**config.mk**
```make
export PLATFORM = sky130hd
export DESIGN_NAME = isa_irq_aggregator
export DESIGN_NICKNAME = d
export VERILOG_FILES = /design/src/rtl/isairq_pkg.sv /design/src/rtl/isairq_edge_sync.sv /design/src/rtl/isairq_pending.sv /design/src/rtl/isairq_line_fsm.sv /design/src/rtl/isa_irq_aggregator.sv
export SDC_FILE = /design/constraint.sdc
export NUM_CORES = 1
export LEC_CHECK = 0
export BUFFER_PORTS_ARGS = -buffer_cell sky130_fd_sc_hd__buf_2
export CAP_MARGIN = 30
export CORE_AREA = 3 3 53 103
export CTS_CLUSTER_SIZE = 10
export DETAILED_ROUTE_END_ITERATION = 8
export DIE_AREA = 0 0 56 106
export PLACE_DENSITY = 0.77
export SLEW_MARGIN = 15
export SYNTH_ARGS = -nofsm -noshare
export SYNTH_HDL_FRONTEND = slang
export SYNTH_HIERARCHICAL = 1
export SYNTH_SLANG_ARGS = --single-unit
export TNS_END_PERCENT = 5
```
**constraint.sdc**
```tcl
create_clock -name clk -period 1 [get_ports clk]
set_input_delay 0.05 -clock clk [delete_from_list [all_inputs] [get_ports clk]]
set_output_delay 0.05 -clock clk [all_outputs]
set_load 0.05 [all_outputs]
```
**src/rtl/isairq_pkg.sv**
```systemverilog
package isairq_pkg;

    localparam int BUS_W = 16;

    typedef enum logic [1:0] {
        REG_VERSION = 2'd0,
        REG_IRQ     = 2'd1,
        REG_CTRL    = 2'd2,
        REG_WDOG    = 2'd3
    } reg_sel_e;

    typedef enum logic {
        IRQ_QUIET  = 1'b0,
        IRQ_RAISED = 1'b1
    } line_state_e;

endpackage

```
**src/rtl/isairq_edge_sync.sv**
```systemverilog
module isairq_edge_sync #(
    parameter int NUM_IRQ     = 8,
    parameter int SYNC_STAGES = 2
) (
    input  logic               clk,
    input  logic               rst_n,
    input  logic [NUM_IRQ-1:0] lines_in,
    output logic [NUM_IRQ-1:0] rise
);
    logic [NUM_IRQ-1:0] chain [SYNC_STAGES];
    logic [NUM_IRQ-1:0] prev_q;

    always_ff @(posedge clk or negedge rst_n) begin
        if (!rst_n) begin
            for (int s = 0; s < SYNC_STAGES; s++) chain[s] <= '0;
            prev_q <= '0;
        end else begin
            chain[0] <= lines_in;
            for (int s = 1; s < SYNC_STAGES; s++) chain[s] <= chain[s-1];
            prev_q <= chain[SYNC_STAGES-1];
        end
    end

    assign rise = chain[SYNC_STAGES-1] & ~prev_q;
endmodule

```
**src/rtl/isairq_pending.sv**
```systemverilog
module isairq_pending #(
    parameter int NUM_IRQ = 8
) (
    input  logic               clk,
    input  logic               rst_n,
    input  logic [NUM_IRQ-1:0] rise,
    input  logic [NUM_IRQ-1:0] ack_mask,
    output logic [NUM_IRQ-1:0] pend_q
);
    always_ff @(posedge clk or negedge rst_n) begin
        if (!rst_n) pend_q <= '0;
        else        pend_q <= (pend_q & ~ack_mask) | rise;
    end
endmodule

```
**src/rtl/isairq_line_fsm.sv**
```systemverilog
module isairq_line_fsm
    import isairq_pkg::*;
(
    input  logic clk,
    input  logic rst_n,
    input  logic any_pending,
    output logic host_irq
);
    line_state_e state_q, state_d;

    always_ff @(posedge clk or negedge rst_n) begin
        if (!rst_n) state_q <= IRQ_QUIET;
        else        state_q <= state_d;
    end

    always_comb begin
        state_d = state_q;
        unique case (state_q)
            IRQ_QUIET:  if (any_pending)  state_d = IRQ_RAISED;
            IRQ_RAISED: if (!any_pending) state_d = IRQ_QUIET;
        endcase
    end

    always_comb begin
        host_irq = 1'b0;
        unique case (state_q)
            IRQ_QUIET:  host_irq = 1'b0;
            IRQ_RAISED: host_irq = 1'b1;
        endcase
    end
endmodule

```
**src/rtl/isa_irq_aggregator.sv**
```systemverilog
module isa_irq_aggregator
    import isairq_pkg::*;
#(
    parameter int         ADDR_W      = 25,
    parameter int         NUM_IRQ     = 8,
    parameter int         CTRL_W      = 8,
    parameter int         SYNC_STAGES = 2,
    parameter logic [3:0] VER_MAJOR   = 4'h2,
    parameter logic [3:0] VER_ISSUE   = 4'h5
) (
    input  logic               clk,
    input  logic               rst_n,
    input  logic [NUM_IRQ-1:0] isa_irq,
    input  logic               bus_sel,
    input  logic               bus_wr,
    input  logic [ADDR_W-1:0]  bus_addr,
    input  logic [BUS_W-1:0]   bus_wdata,
    output logic [BUS_W-1:0]   bus_rdata,
    output logic               host_irq,
    output logic               cf_reset
);
    localparam int SEL_LSB = ADDR_W - 2;

    reg_sel_e           reg_sel;
    logic               wr_en, rd_en;
    logic [NUM_IRQ-1:0] rise_vec, ack_mask, pend_q;
    logic [CTRL_W-1:0]  ctrl_q;
    logic [BUS_W-1:0]   wdog_q;

    assign reg_sel = reg_sel_e'(bus_addr[ADDR_W-1:SEL_LSB]);
    assign wr_en   = bus_sel & bus_wr;
    assign rd_en   = bus_sel & ~bus_wr;
    assign ack_mask = (wr_en && reg_sel == REG_IRQ) ? bus_wdata[NUM_IRQ-1:0] : '0;

    isairq_edge_sync #(.NUM_IRQ(NUM_IRQ), .SYNC_STAGES(SYNC_STAGES)) u_sync (
        .clk(clk), .rst_n(rst_n), .lines_in(isa_irq), .rise(rise_vec)
    );

    isairq_pending #(.NUM_IRQ(NUM_IRQ)) u_pend (
        .clk(clk), .rst_n(rst_n), .rise(rise_vec), .ack_mask(ack_mask), .pend_q(pend_q)
    );

    isairq_line_fsm u_line (
        .clk(clk), .rst_n(rst_n), .any_pending(|pend_q), .host_irq(host_irq)
    );

    always_ff @(posedge clk or negedge rst_n) begin
        if (!rst_n) begin
            ctrl_q <= '0;
            wdog_q <= '0;
        end else if (wr_en) begin
            if (reg_sel == REG_CTRL) ctrl_q <= bus_wdata[CTRL_W-1:0];
            if (reg_sel == REG_WDOG) wdog_q <= bus_wdata;
        end
    end

    assign cf_reset = ctrl_q[0];

    always_comb begin
        bus_rdata = '0;
        if (rd_en) begin
            unique case (reg_sel)
                REG_VERSION: bus_rdata = {{(BUS_W-8){1'b0}}, VER_MAJOR, VER_ISSUE};
                REG_IRQ:     bus_rdata = {{(BUS_W-NUM_IRQ){1'b0}}, pend_q};
                REG_CTRL:    bus_rdata = {{(BUS_W-CTRL_W){1'b0}}, ctrl_q};
                REG_WDOG:    bus_rdata = wdog_q;
            endcase
        end
    end
endmodule

```
Word-level counts from Yosys, hierarchy flattened. Index checks and enable logic that the tools add are counted.

Logic and storage cells: 29. Input port bits: 53. Flip-flop bits (word level): 57.

Equal/unequal tests: 3. Bitwise logic cells: 9. Reduce and logical (&&, ||, !) cells: 5. Multiplexer cells: 5.

Operators with widths (count): 16-bit case mux with 4 select lines (1); 8-bit AND (2); 16-bit 2-to-1 mux (1); 8-bit inverter (2); 8-bit 2-to-1 mux (1); 8-bit bitwise OR (1); 8-bit OR reduction (1); 2-bit equality test, second input constant (2); 2-bit AND reduction (2); 1-bit AND (2); 2-bit by 1-bit equality test with 1-bit output, second input constant (1); 2-bit zero test (1); 1-bit inverter (2); 1-bit case mux with 2 select lines (1); 1-bit logical AND (1); 1-bit 2-to-1 mux (1).

Logic depth before layout (Yosys ltp). Gate-level depths: netlist (run 1).

Depth in word-level cells: 6. Mapped depth: 5. Mapped depth without buffers: 4.

Cells and area by module. The synthesis (run 1) kept the hierarchy.

Modules (own cells, without submodules): isa_irq_aggregator (instances 1, cells an instance 102, area each 1327.5 um^2); isairq_edge_sync (instances 1, cells an instance 32, area each 710.7 um^2); isairq_pending (instances 1, cells an instance 24, area each 290.3 um^2); isairq_line_fsm (instances 1, cells an instance 1, area each 25.0 um^2).

Worst setup path before layout (run 1). No wires, ideal clock.

Path type: reg-to-output. From: register ctrl_q[0]. To: output bus_rdata[0]. Slack: -0.978 ns. Path buffers: 0. Arrival: 1.928 ns. Stages on the path, launching flop included: 3. Path through: dfrtp_1 -> nor3b_1 -> a211oi_1.

Word-level cells in the longest chain between the ends: 2.

Ends and longest elaborated chain: start: declaration (RTL line isa_irq_aggregator.sv:27) `logic [CTRL_W-1:0] ctrl_q;`; start signal: assignment (RTL line isa_irq_aggregator.sv:52) `if (reg_sel == REG_CTRL) ctrl_q <= bus_wdata[CTRL_W-1:0];`; 16-bit case mux with 4 select lines (RTL line isa_irq_aggregator.sv:62) `unique case (reg_sel)`; 16-bit 2-to-1 mux (RTL line isa_irq_aggregator.sv:61) `if (rd_en) begin`; end: declaration (RTL line isa_irq_aggregator.sv:18) `output logic [BUS_W-1:0] bus_rdata,`.

No other way between the ends.

Final worst setup path (run 1).
From: register wdog_q[4]. To: output bus_rdata[4].

Word-level cells in the longest chain between the ends: 2.

Ends and longest elaborated chain: start: declaration (RTL line isa_irq_aggregator.sv:28) `logic [BUS_W-1:0] wdog_q;`; start signal: assignment (RTL line isa_irq_aggregator.sv:53) `if (reg_sel == REG_WDOG) wdog_q <= bus_wdata;`; 16-bit case mux with 4 select lines (RTL line isa_irq_aggregator.sv:62); 16-bit 2-to-1 mux (RTL line isa_irq_aggregator.sv:61).

No other way between the ends.

==> impl_results.md, run 1 <==
* Non-filler cells, final at 325
* Synth cell types at 21
* CTS tree: built
* Worst-margin pin slew at about 320 ps
* Routability cong. at 0.702
* Worst path arrival time at 1230 ps
* Rows at 35
* Final Power at 6.36 mW
* Filler Cells Inserted at 276
* Via count at 1627
* Final hold violation count at 0
* Final instance area at 0.00366 mm^2
* Initial antenna violation count at 0
* Final setup fails at 18
* CP Capture Type: primary output
* I/O Buffers at between 40 and 50
* Drt via density at 5.01
* Synthesized cell area at 0.00235 mm^2
* DRC errors left at 0
* Final worst-path cycle share at 1.28
* First-pass GRT wire length at 9330 um
* Worst-path fanout max at 2
* Required @ worst endpoint at 950 ps
* Final HPWL DP at 3310 um
* Max cap viols at 0
* Worst Setup Start Kind: register
* Worst skew pair latency at 330 ps
* Final TNS setup at -2610 ps
* Die footprint at ~0.006 mm^2
* Vias in the first global route at 1831
* H-Tree Depth at 3
* Gr usage total at 0.211
* Most common cell after layout, fill and taps aside: dfrtp_1
* Final WS setup at -283 ps
* Drt wl/cell at 17.3 um
* Post-route ant nets at 0
* Syn nets at 212
* Clock skew at 4.95 ps
* Critical path type: reg -> out
* Chip height at 106 um
* Sink Count at 57
* Ratio of cells with drive above 1 in the final layout at 0.578
* Syn Area/Cell at approximately 15 um^2
* CTS Buf Count at 9
* Area growth syn-to-layout at 55.6%
* Antenna diodes at 0
* Worst Hold Class: in -> async
* Sequential element share of the synthesized area at 0.606
* Post-Synthesis Cells at approximately 160
* CTS clk-pin slew, worst paths at 70 ps
* TritonRoute pass-1 iters at 4
* DP Area at 0.00296 mm^2
* Status: complete, but fails checks
* Max Clock Freq at 779 MHz
* Most frequent cells in the layout: 56 x dfrtp_1, 29 x buf_2, 25 x dlygate4sd3_1
* Violated checks: negative setup slack
* RSZ-0062 raised after global routing: true
* Peak supply drop at ~0.0016 V
* Tightest hold margin at 143 ps
* Ys Warns at 6
* Pins Over Slew Limit at 0
* #FFs+latches synth at 57
* Core area at around 0.0047 mm^2
* Root Driver: clkbuf_8
* Pin count of the biggest net entering global routing at 38
* Dpl cells at 280
* Initial detailed-routing violation count at 30
* Starting density of the core at 0.498
* Die X at 56 um
* Leakage at 1.68 nW
* GRT overflow at 0
* Clock Path Buffers at 2
* Total Wirelength at 5610 um
* Slew HR at 0.784
* Final #Nets at about 320
* IO Pins at 71
* Total power per unit cell area at 1740 mW/mm^2
* Fin crit period at 1280 ps
-- per-layer routing --
layer | vias to the layer above | wire length (um) | track usage | part of all wire
met5 | - | 0 | 0 | 0
met4 | 0 | 216 | 0.126 | 0.039
met3 | 19 | 184 | 0.0462 | 0.033
met2 | 40 | 3110 | 0.363 | 0.55
met1 | 813 | 2100 | 0.233 | 0.37
li1 | 755 | - | - | -
-- critical path, cell delays in order (launching register included) --
cell and delay (ps):
dfrtp_1 380, mux2i_2 100, a211oi_4 230, buf_6 190
-- where the power goes --
part	total [mW]	internal, mW	switching (mW)	leakage (nW)
Combinational	1.22	0.687	0.528	0.913
Clock	2.36	1.47	0.890	0.113
Sequential	2.79	2.59	0.199	0.650
-- timing repair --
action                                 in CTS  in global routing
resized for setup                          55                  5
setup buffers                               4                  2
setup endpoints to repair                  18                 19
endpoints found under the hold margin      89                  0
pin swaps                                   8                  5
hold buffers                               25                  0
-- area by class of cell --
cell class | count | area, um^2 | area share
flip-flops and latches | 57 | 1430 | 0.390
multi-input cells | 88 | 1050 | 0.286
repair buffers | 101 | 870 | 0.237
clock buffers | 11 | 141 | 0.0386
clock inverters | 5 | 78.8 | 0.0215
well taps | 55 | 68.8 | 0.0188
inverters | 8 | 30.0 | 0.00820
-- flip-flops by register name, summed over array words and instances, names as in the netlist --
signal	count
u_sync/chain	16
u_sync/prev_q	8
ctrl_q	8
wdog_q	16
u_pend/pend_q	8
u_line/state_q	1
-- per-stage QoR --
step	worst slack (ps)	utilization
6_report	-283	0.774
5_1_grt	-326	0.774
4_1_cts	-291	0.767
3_5_place_dp	-180	0.625
3_3_place_gp	-183	0.625
2_1_floorplan	-136	-
-- cell usage after synthesis --
cell      instances  area, um^2
mux2_2           14         158
nand2b_1          1        6.26
nand4_4           1        21.3
a21o_1            8        60.1
nand2_1           1        3.75
a21oi_1           5        25.0
inv_1             8        30.0
mux2_4           10         150
dfrtp_1          57        1430
buf_6             2        22.5
buf_4             1        7.51
nand4b_4          1        23.8
a211oi_1          8        60.1
nor3b_1           3        22.5
nor4_1            2        12.5
buf_2             2        10.0
clkbuf_1          1        3.75
mux2i_1           8        80.1
nor2b_4           8         110
and2_1           16         100
and4b_1           2        20.0
-- final timing paths --
kind / startpoint / end / slack [ps] / cells after the start
max: wdog_q[4] / bus_rdata[4] / -280 / 3
min reg2reg: u_sync/chain[15] / u_sync/chain[7] / 350 / 0
max in group asynchronous: rst_n / u_sync/chain[5] / 360 / 3
min in group clk: bus_sel / ctrl_q[2] / 260 / 3
min: rst_n / u_sync/chain[0] / 140 / 2
max reg2reg: u_pend/pend_q[7] / u_line/state_q / -100 / 3
-- cell families after synthesis --
group	after synthesis	share of synthesized area
buffers and inverters	14	0.0314
AO/OA/AOI/OAI	21	0.0617
multiplexers	32	0.165
AND/OR/NAND/NOR	35	0.136
flip-flops	57	0.606
(Power assumes the default switching activity.)
==> inputs of run 2 (changes only) <==
--- a/config.mk
+++ b/config.mk
@@ -12,6 +12,7 @@
 export DETAILED_ROUTE_END_ITERATION = 8
 export DIE_AREA = 0 0 56 106
 export PLACE_DENSITY = 0.77
+export REMOVE_ABC_BUFFERS = 1
 export SLEW_MARGIN = 15
 export SYNTH_ARGS = -nofsm -noshare
 export SYNTH_HDL_FRONTEND = slang
==> impl_results.md, run 2 (synthesized netlist as in run 1, its figures left out) <==
* Total Wirelength at 5050 um
* Register area at 0.00143 mm^2
* RSZ-0062 raised after global routing: true
* Drt wl/cell at around 16 um
* Final hold violation count at 0
* Critical path origin: wdog_q[5]
* Starting density of the core at 0.498
* Slew HR at 0.709
* Start of the worst register-to-register path: u_pend/pend_q[7]
* Tightest hold margin at 236 ps
* Worst Hold Class: in -> async
* Worst path arrival time at 1250 ps
* Biggest regs: u_sync/chain: 16 flops, wdog_q: 16 flops
* Initial antenna violation count at 0
* Area growth syn-to-layout at 41.4%
* Core area at 0.00473 mm^2
* Required @ worst endpoint at between 900 and 1000 ps
* Worst Setup Start Kind: register
* Worst-margin pin slew at 436 ps
* Register-to-register setup slack at 0 ps
* H-Tree Depth at 3
* CP max-delay cell: dfrtp_1
* Status: complete, but fails checks
* Final core occ at 0.704
* CP Capture Type: primary output
* DRC errors left at 0
* Violated checks: negative setup slack
* Clock skew at 8.89 ps
* Final HPWL DP at 3250 um
* Max cap viols at 0
* Chip height at about 110 um
* Gr usage total at 0.185
* Slowest stage delay, CP at 350 ps
* Pin count of the biggest net entering global routing at 58
* Cells on worst reg2reg path at 3
* Via count at 1607
* Final #Nets at 312
* Initial detailed-routing violation count at 29
* Area of the multi-input gates at 892 um^2
* Sink Count at 57
* CP delay by family, top: flip-flops
* Crit-path cells: mux2i_1, a211oi_1, buf_4
* Fin crit period at 1300 ps
* Root Driver: clkbuf_8
* Critical path type: reg -> out
* Filler Cells Inserted at approximately 340
* Routability cong. at 0.758
* CTS clk-pin slew, worst paths at ~60 ps
* Most common cell after layout, fill and taps aside: dfrtp_1
* Worst-path fanout max at 2
* CTS tree: built
* R2r endpoint: u_line/state_q
* Final Power at 5.67 mW
* Final WS setup at -295 ps
* First-pass GRT wire length at approximately 8300 um
* GRT overflow at 0
* IO Pins at 71
* Ratio of cells with drive above 1 in the final layout at 0.475
* Drt via density at 5.04
* Post-route ant nets at 0
* Total power per unit cell area at 1700 mW/mm^2
* Worst skew pair latency at 330 ps
* Vias in the first global route at 1762
* Buf/Inv on CP at 1
* Cell count along the critical path at 3
* Max Clock Freq at 772 MHz
* Final worst-path cycle share at 1.30
* Clock Path Buffers at 2
* Leakage at 1.60 nW
* Rows at 35
* Pins Over Slew Limit at 0
* I/O Buffers at 47
* Final setup fails at 16
* Die footprint at 0.00594 mm^2
* TritonRoute pass-1 iters at 4
* CP endpoint: bus_rdata[5]
* CTS Buf Count at 9
* Die X at 56 um
* Peak supply drop at ~0.0014 V
* Most frequent cells in the layout: 57 x dfrtp_1, 37 x buf_2, 28 x buf_4
[run 2: what timing repair did]
item	in CTS	in global routing
gates resized for setup	15	4
endpoints found under the setup margin	18	18
pin swaps	11	2
hold buffers	25	0
hold endpoints to repair	87	0
buffers inserted	2	2
[run 2: layout make-up]
cell class,instances,share of cell area
diodes,1,0.000752
flip-flops and latches,57,0.429
well taps,55,0.0207
clock buffers,12,0.0496
inverters,8,0.00902
multi-input cells,88,0.268
repair buffers,95,0.219
clock inverters,3,0.00451
[run 2: worst register-to-register path: cells and delay by family (launching register included)]
kind / cells / cell delay [ps]
simple gates: 2 / 350
buf+inv: 1 / 150
flops: 1 / 390
[run 2: metal layers]
metal	GRT usage	vias up	wire length [um]
met1	0.199	810	1900
met3	0.0437	13	149
li1	-	749	-
met5	0	-	0
met2	0.317	35	2840
met4	0.121	0	161
[run 2: per-stage QoR]
step | instances | worst slack (ps) | TNS, ps | area (um^2)
6_report | 319 | -295 | -3530 | 3330
5_1_grt | 318 | -341 | -4750 | 3330
4_1_cts | 316 | -309 | -3520 | 3290
3_5_place_dp | 274 | -342 | -11660 | 2790
3_3_place_gp | 274 | -324 | -10060 | 2790
2_1_floorplan | 153 | -978 | -5680 | 2310
[run 2: report_power, final]
group / leakage (nW) / switching [mW] / internal [mW]
Combinational: 0.851 / 0.442 / 0.560
Sequential: 0.651 / 0.161 / 2.59
Clock: 0.0980 / 0.838 / 1.07
Total: 1.60 / 1.44 / 4.23
[run 2: worst min path at each step]
stage / slack (ps) / start / cells after the start / to
final: 240 / rst_n / 3 / u_sync/chain[13]
after global routing: 280 / rst_n / 3 / u_sync/prev_q[6]
after CTS: 250 / rst_n / 3 / u_sync/prev_q[1]
after detailed placement: 70 / rst_n / 2 / u_sync/chain[14]
after global placement: 70 / rst_n / 2 / u_sync/chain[14]
after floorplan: -250 / rst_n / 0 / ctrl_q[0]
==> inputs of run 3 (changes only) <==
--- a/config.mk
+++ b/config.mk
@@ -5,13 +5,14 @@
 export SDC_FILE = /design/constraint.sdc
 export NUM_CORES = 1
 export LEC_CHECK = 0
+export ABC_AREA = 1
 export BUFFER_PORTS_ARGS = -buffer_cell sky130_fd_sc_hd__buf_2
 export CAP_MARGIN = 30
 export CORE_AREA = 3 3 53 103
 export CTS_CLUSTER_SIZE = 10
 export DETAILED_ROUTE_END_ITERATION = 8
 export DIE_AREA = 0 0 56 106
-export PLACE_DENSITY = 0.77
+export PLACE_DENSITY = 0.78
 export REMOVE_ABC_BUFFERS = 1
 export SLEW_MARGIN = 15
 export SYNTH_ARGS = -nofsm -noshare
==> impl_results.md, run 3 <==
* Status: complete, but fails checks
* Violated checks: negative setup slack
* Worst Hold Class: in -> async
* Rows at 35
* Most common cell after layout, fill and taps aside: dfrtp_1
* Ratio of cells with drive above 1 in the final layout at 0.293
* Most frequent cells in the layout: 57 x dfrtp_1, 56 x nand2_1, 47 x inv_1
* Worst Setup Start Kind: register
* Worst-path fanout max at 2
* Die footprint at 0.00594 mm^2
* CTS Buf Count at 9
* Flop pwr share at 0.459
* TritonRoute pass-1 iters at 4
* Gr usage total at 0.189
* Worst-margin pin slew at 327 ps
* Vias in the first global route at a little under 2000
* Clock power frac at 0.386
* Area of the multi-input gates at approximately 740 um^2
* Starting density of the core at 0.505
* Top cells by count, synth: 57 x dfrtp_1, 56 x nand2_1, 49 x inv_1, 26 x nand3_1, 23 x o21ai_0
* Sink Count at 57
* Sw Pwr at 1.50 mW
* Max cap viols at 0
* Clock skew at 9.39 ps
* Pin count of the biggest net entering global routing at between 40 and 50
* Switching Fraction at 0.256
* Post-synth top area cell: dfrtp_1
* CTS clk-pin slew, worst paths at 70 ps
* Final setup fails at 18
* Clock Path Buffers at 2
* I/O Buffers at 47
* Leakage at 1.74 nW
* Drt via density at roughly 4.8
* CTS tree: built
* Filler Cells Inserted at around 370
* DP Area at 0.00275 mm^2
* Worst skew pair latency at 330 ps
* Final WS setup at -246 ps
* Final TNS setup at -3080 ps
* Comb power frac at 0.154
* Post-route ant nets at 0
* Area growth syn-to-layout at 41.2%
* Ys Warns at 6
* H-Tree Depth at 3
* Pins Over Slew Limit at 0
* Max Clock Freq at 803 MHz
* Register area at 0.00143 mm^2
* Initial detailed-routing violation count at 33
* DRC errors left at 0
* Core area at around 0.0047 mm^2
* Peak supply drop at slightly below 0.002 V
* Internal at 4.34 mW
* Via count at 2007
* Routability cong. at 0.825
* Final HPWL DP at 3320 um
* Final worst-path cycle share at 1.25
* RSZ-0062 raised after global routing: true
* Post-Synthesis Cells at 268
* Worst path arrival time at 1200 ps
* Ys async rst share at 1.00
* IO Pins at 71
* CP Capture Type: primary output
* Final #Nets at 413
* Biggest regs: u_sync/chain: 16 flops, wdog_q: 16 flops
* Synth Flop Type: dfrtp_1
* Total Wirelength at 5110 um
* Slew HR at 0.781
* Initial antenna violation count at 0
* Chip height at 106 um
* GRT overflow at 0
* Final instance area at 0.00337 mm^2
* Final hold violation count at 0
* EDFF count, synth at 0
* Cell with the most instances after synthesis: dfrtp_1
* Total power per unit cell area at 1730 mW/mm^2
* Syn Area/Cell at just under 9 um^2
* Synthesized cell area at 0.00239 mm^2
* Fin crit period at 1250 ps
* Top-area cell type share of the netlist area at 0.597
* Critical path type: reg -> out
* Root Driver: clkbuf_8
* Synth cell types at 21
* Drt wl/cell at approximately 12 um
* #FFs+latches synth at 57
* Die X at 56 um
* Antenna diodes at 0
* Sequential element share of the synthesized area at 0.597
* Required @ worst endpoint at 950 ps
* Synth top area cells: dfrtp_1 60%, nand2_1 8.8%, inv_1 7.7%, nand3_1 5.4%, o21ai_0 4.8%
* First-pass GRT wire length at 8600 um
## run 3: cell count changes after synthesis, sizes merged, moves of 8 or more
cell    previous run  this run
nand3              0        26
o21ai              0        24
inv                8        52
nor3               0         8
nand2              1        58
a211oi             8         0
and2              16         0
mux2              24         0
a21o               8         0
mux2i              8         0
nor2               0        28
nor2b              8         0
## run 3: logic make-up (layout without fill, tap and decap cells)
| kind of cell | after synthesis | in the layout | share of synthesized area |
|---|---|---|---|
| flip-flops | 57 | 57 | 0.597 |
| AO/OA/AOI/OAI | 27 | 27 | 0.0565 |
| AND/OR/NAND/NOR | 123 | 123 | 0.242 |
| buffers and inverters | 61 | 158 | 0.105 |
## run 3: path summary, 6_finish.rpt
path                                  startpoint                to  slack (ps)  depth (start not counted)
worst max register to register  u_pend/pend_q[0]    u_line/state_q         -30                          4
min in group clk                         bus_sel         wdog_q[0]         170                          4
worst max-delay path                   wdog_q[5]      bus_rdata[5]        -250                          5
worst min register to register  u_sync/chain[11]   u_sync/chain[3]         350                          0
max in group asynchronous                  rst_n  u_pend/pend_q[3]         370                          3
worst min-delay path                       rst_n  u_sync/prev_q[6]         110                          2
## run 3: final cells by class
cell class	count	area share
Sequential cell	57	0.423
Multi-Input combinational cell	150	0.221
Timing Repair Buffer	90	0.216
Inverter	52	0.0578
Clock buffer	10	0.0378
Clock inverter	6	0.0245
Tap cell	55	0.0204
## run 3: layer usage
| metal | vias to the layer above | track usage | wire length, um |
|---|---|---|---|
| met2 | 54 | 0.314 | 2690 |
| met4 | 0 | 0.100 | 188 |
| met1 | 930 | 0.212 | 2030 |
| met3 | 16 | 0.0583 | 198 |
| li1 | 1007 | - | - |
| met5 | - | 0 | 0 |
## run 3: what timing repair did
action | in CTS | in global routing
cloned | 0 | 0
pin swaps | 0 | 7
hold endpoints to repair | 83 | 0
buffers inserted | 1 | 5
hold buffers | 25 | 0
resized for setup | 24 | 14
setup endpoints to repair | 17 | 17
## run 3: worst max-delay path, cell delays in order (launching register included)
cell and delay (ps):
dfrtp_1 380, nand3_1 80, nand2_1 70, nor2_2 130
nor2_2 60, buf_6 150
## run 3: per-stage QoR
| step | hold slack (ps) | power, mW | setup slack [ps] | util | cells |
|---|---|---|---|---|---|
| after CTS | 99.2 | 5.82 | -274 | 0.696 | 415 |
| final | 107 | 5.83 | -246 | 0.713 | 420 |
| after global placement | -78.7 | 3.41 | -56.1 | 0.582 | 373 |
| after detailed placement | -70.0 | 3.44 | -59.7 | 0.582 | 373 |
| after floorplan | -246 | 3.12 | -547 | - | 259 |
| after global routing | 115 | 6.13 | -337 | 0.713 | 420 |
## run 3: power by group through the flow
| stage | logic [mW] | registers (mW) | clock network [mW] |
|---|---|---|---|
| floorplan | 0.408 | 2.71 | 0 |
| global placement | 0.696 | 2.71 | 0 |
| detailed placement | 0.717 | 2.72 | 0 |
| CTS | 0.834 | 2.68 | 2.31 |
| global route | 1.01 | 2.70 | 2.41 |
| finish | 0.899 | 2.68 | 2.25 |
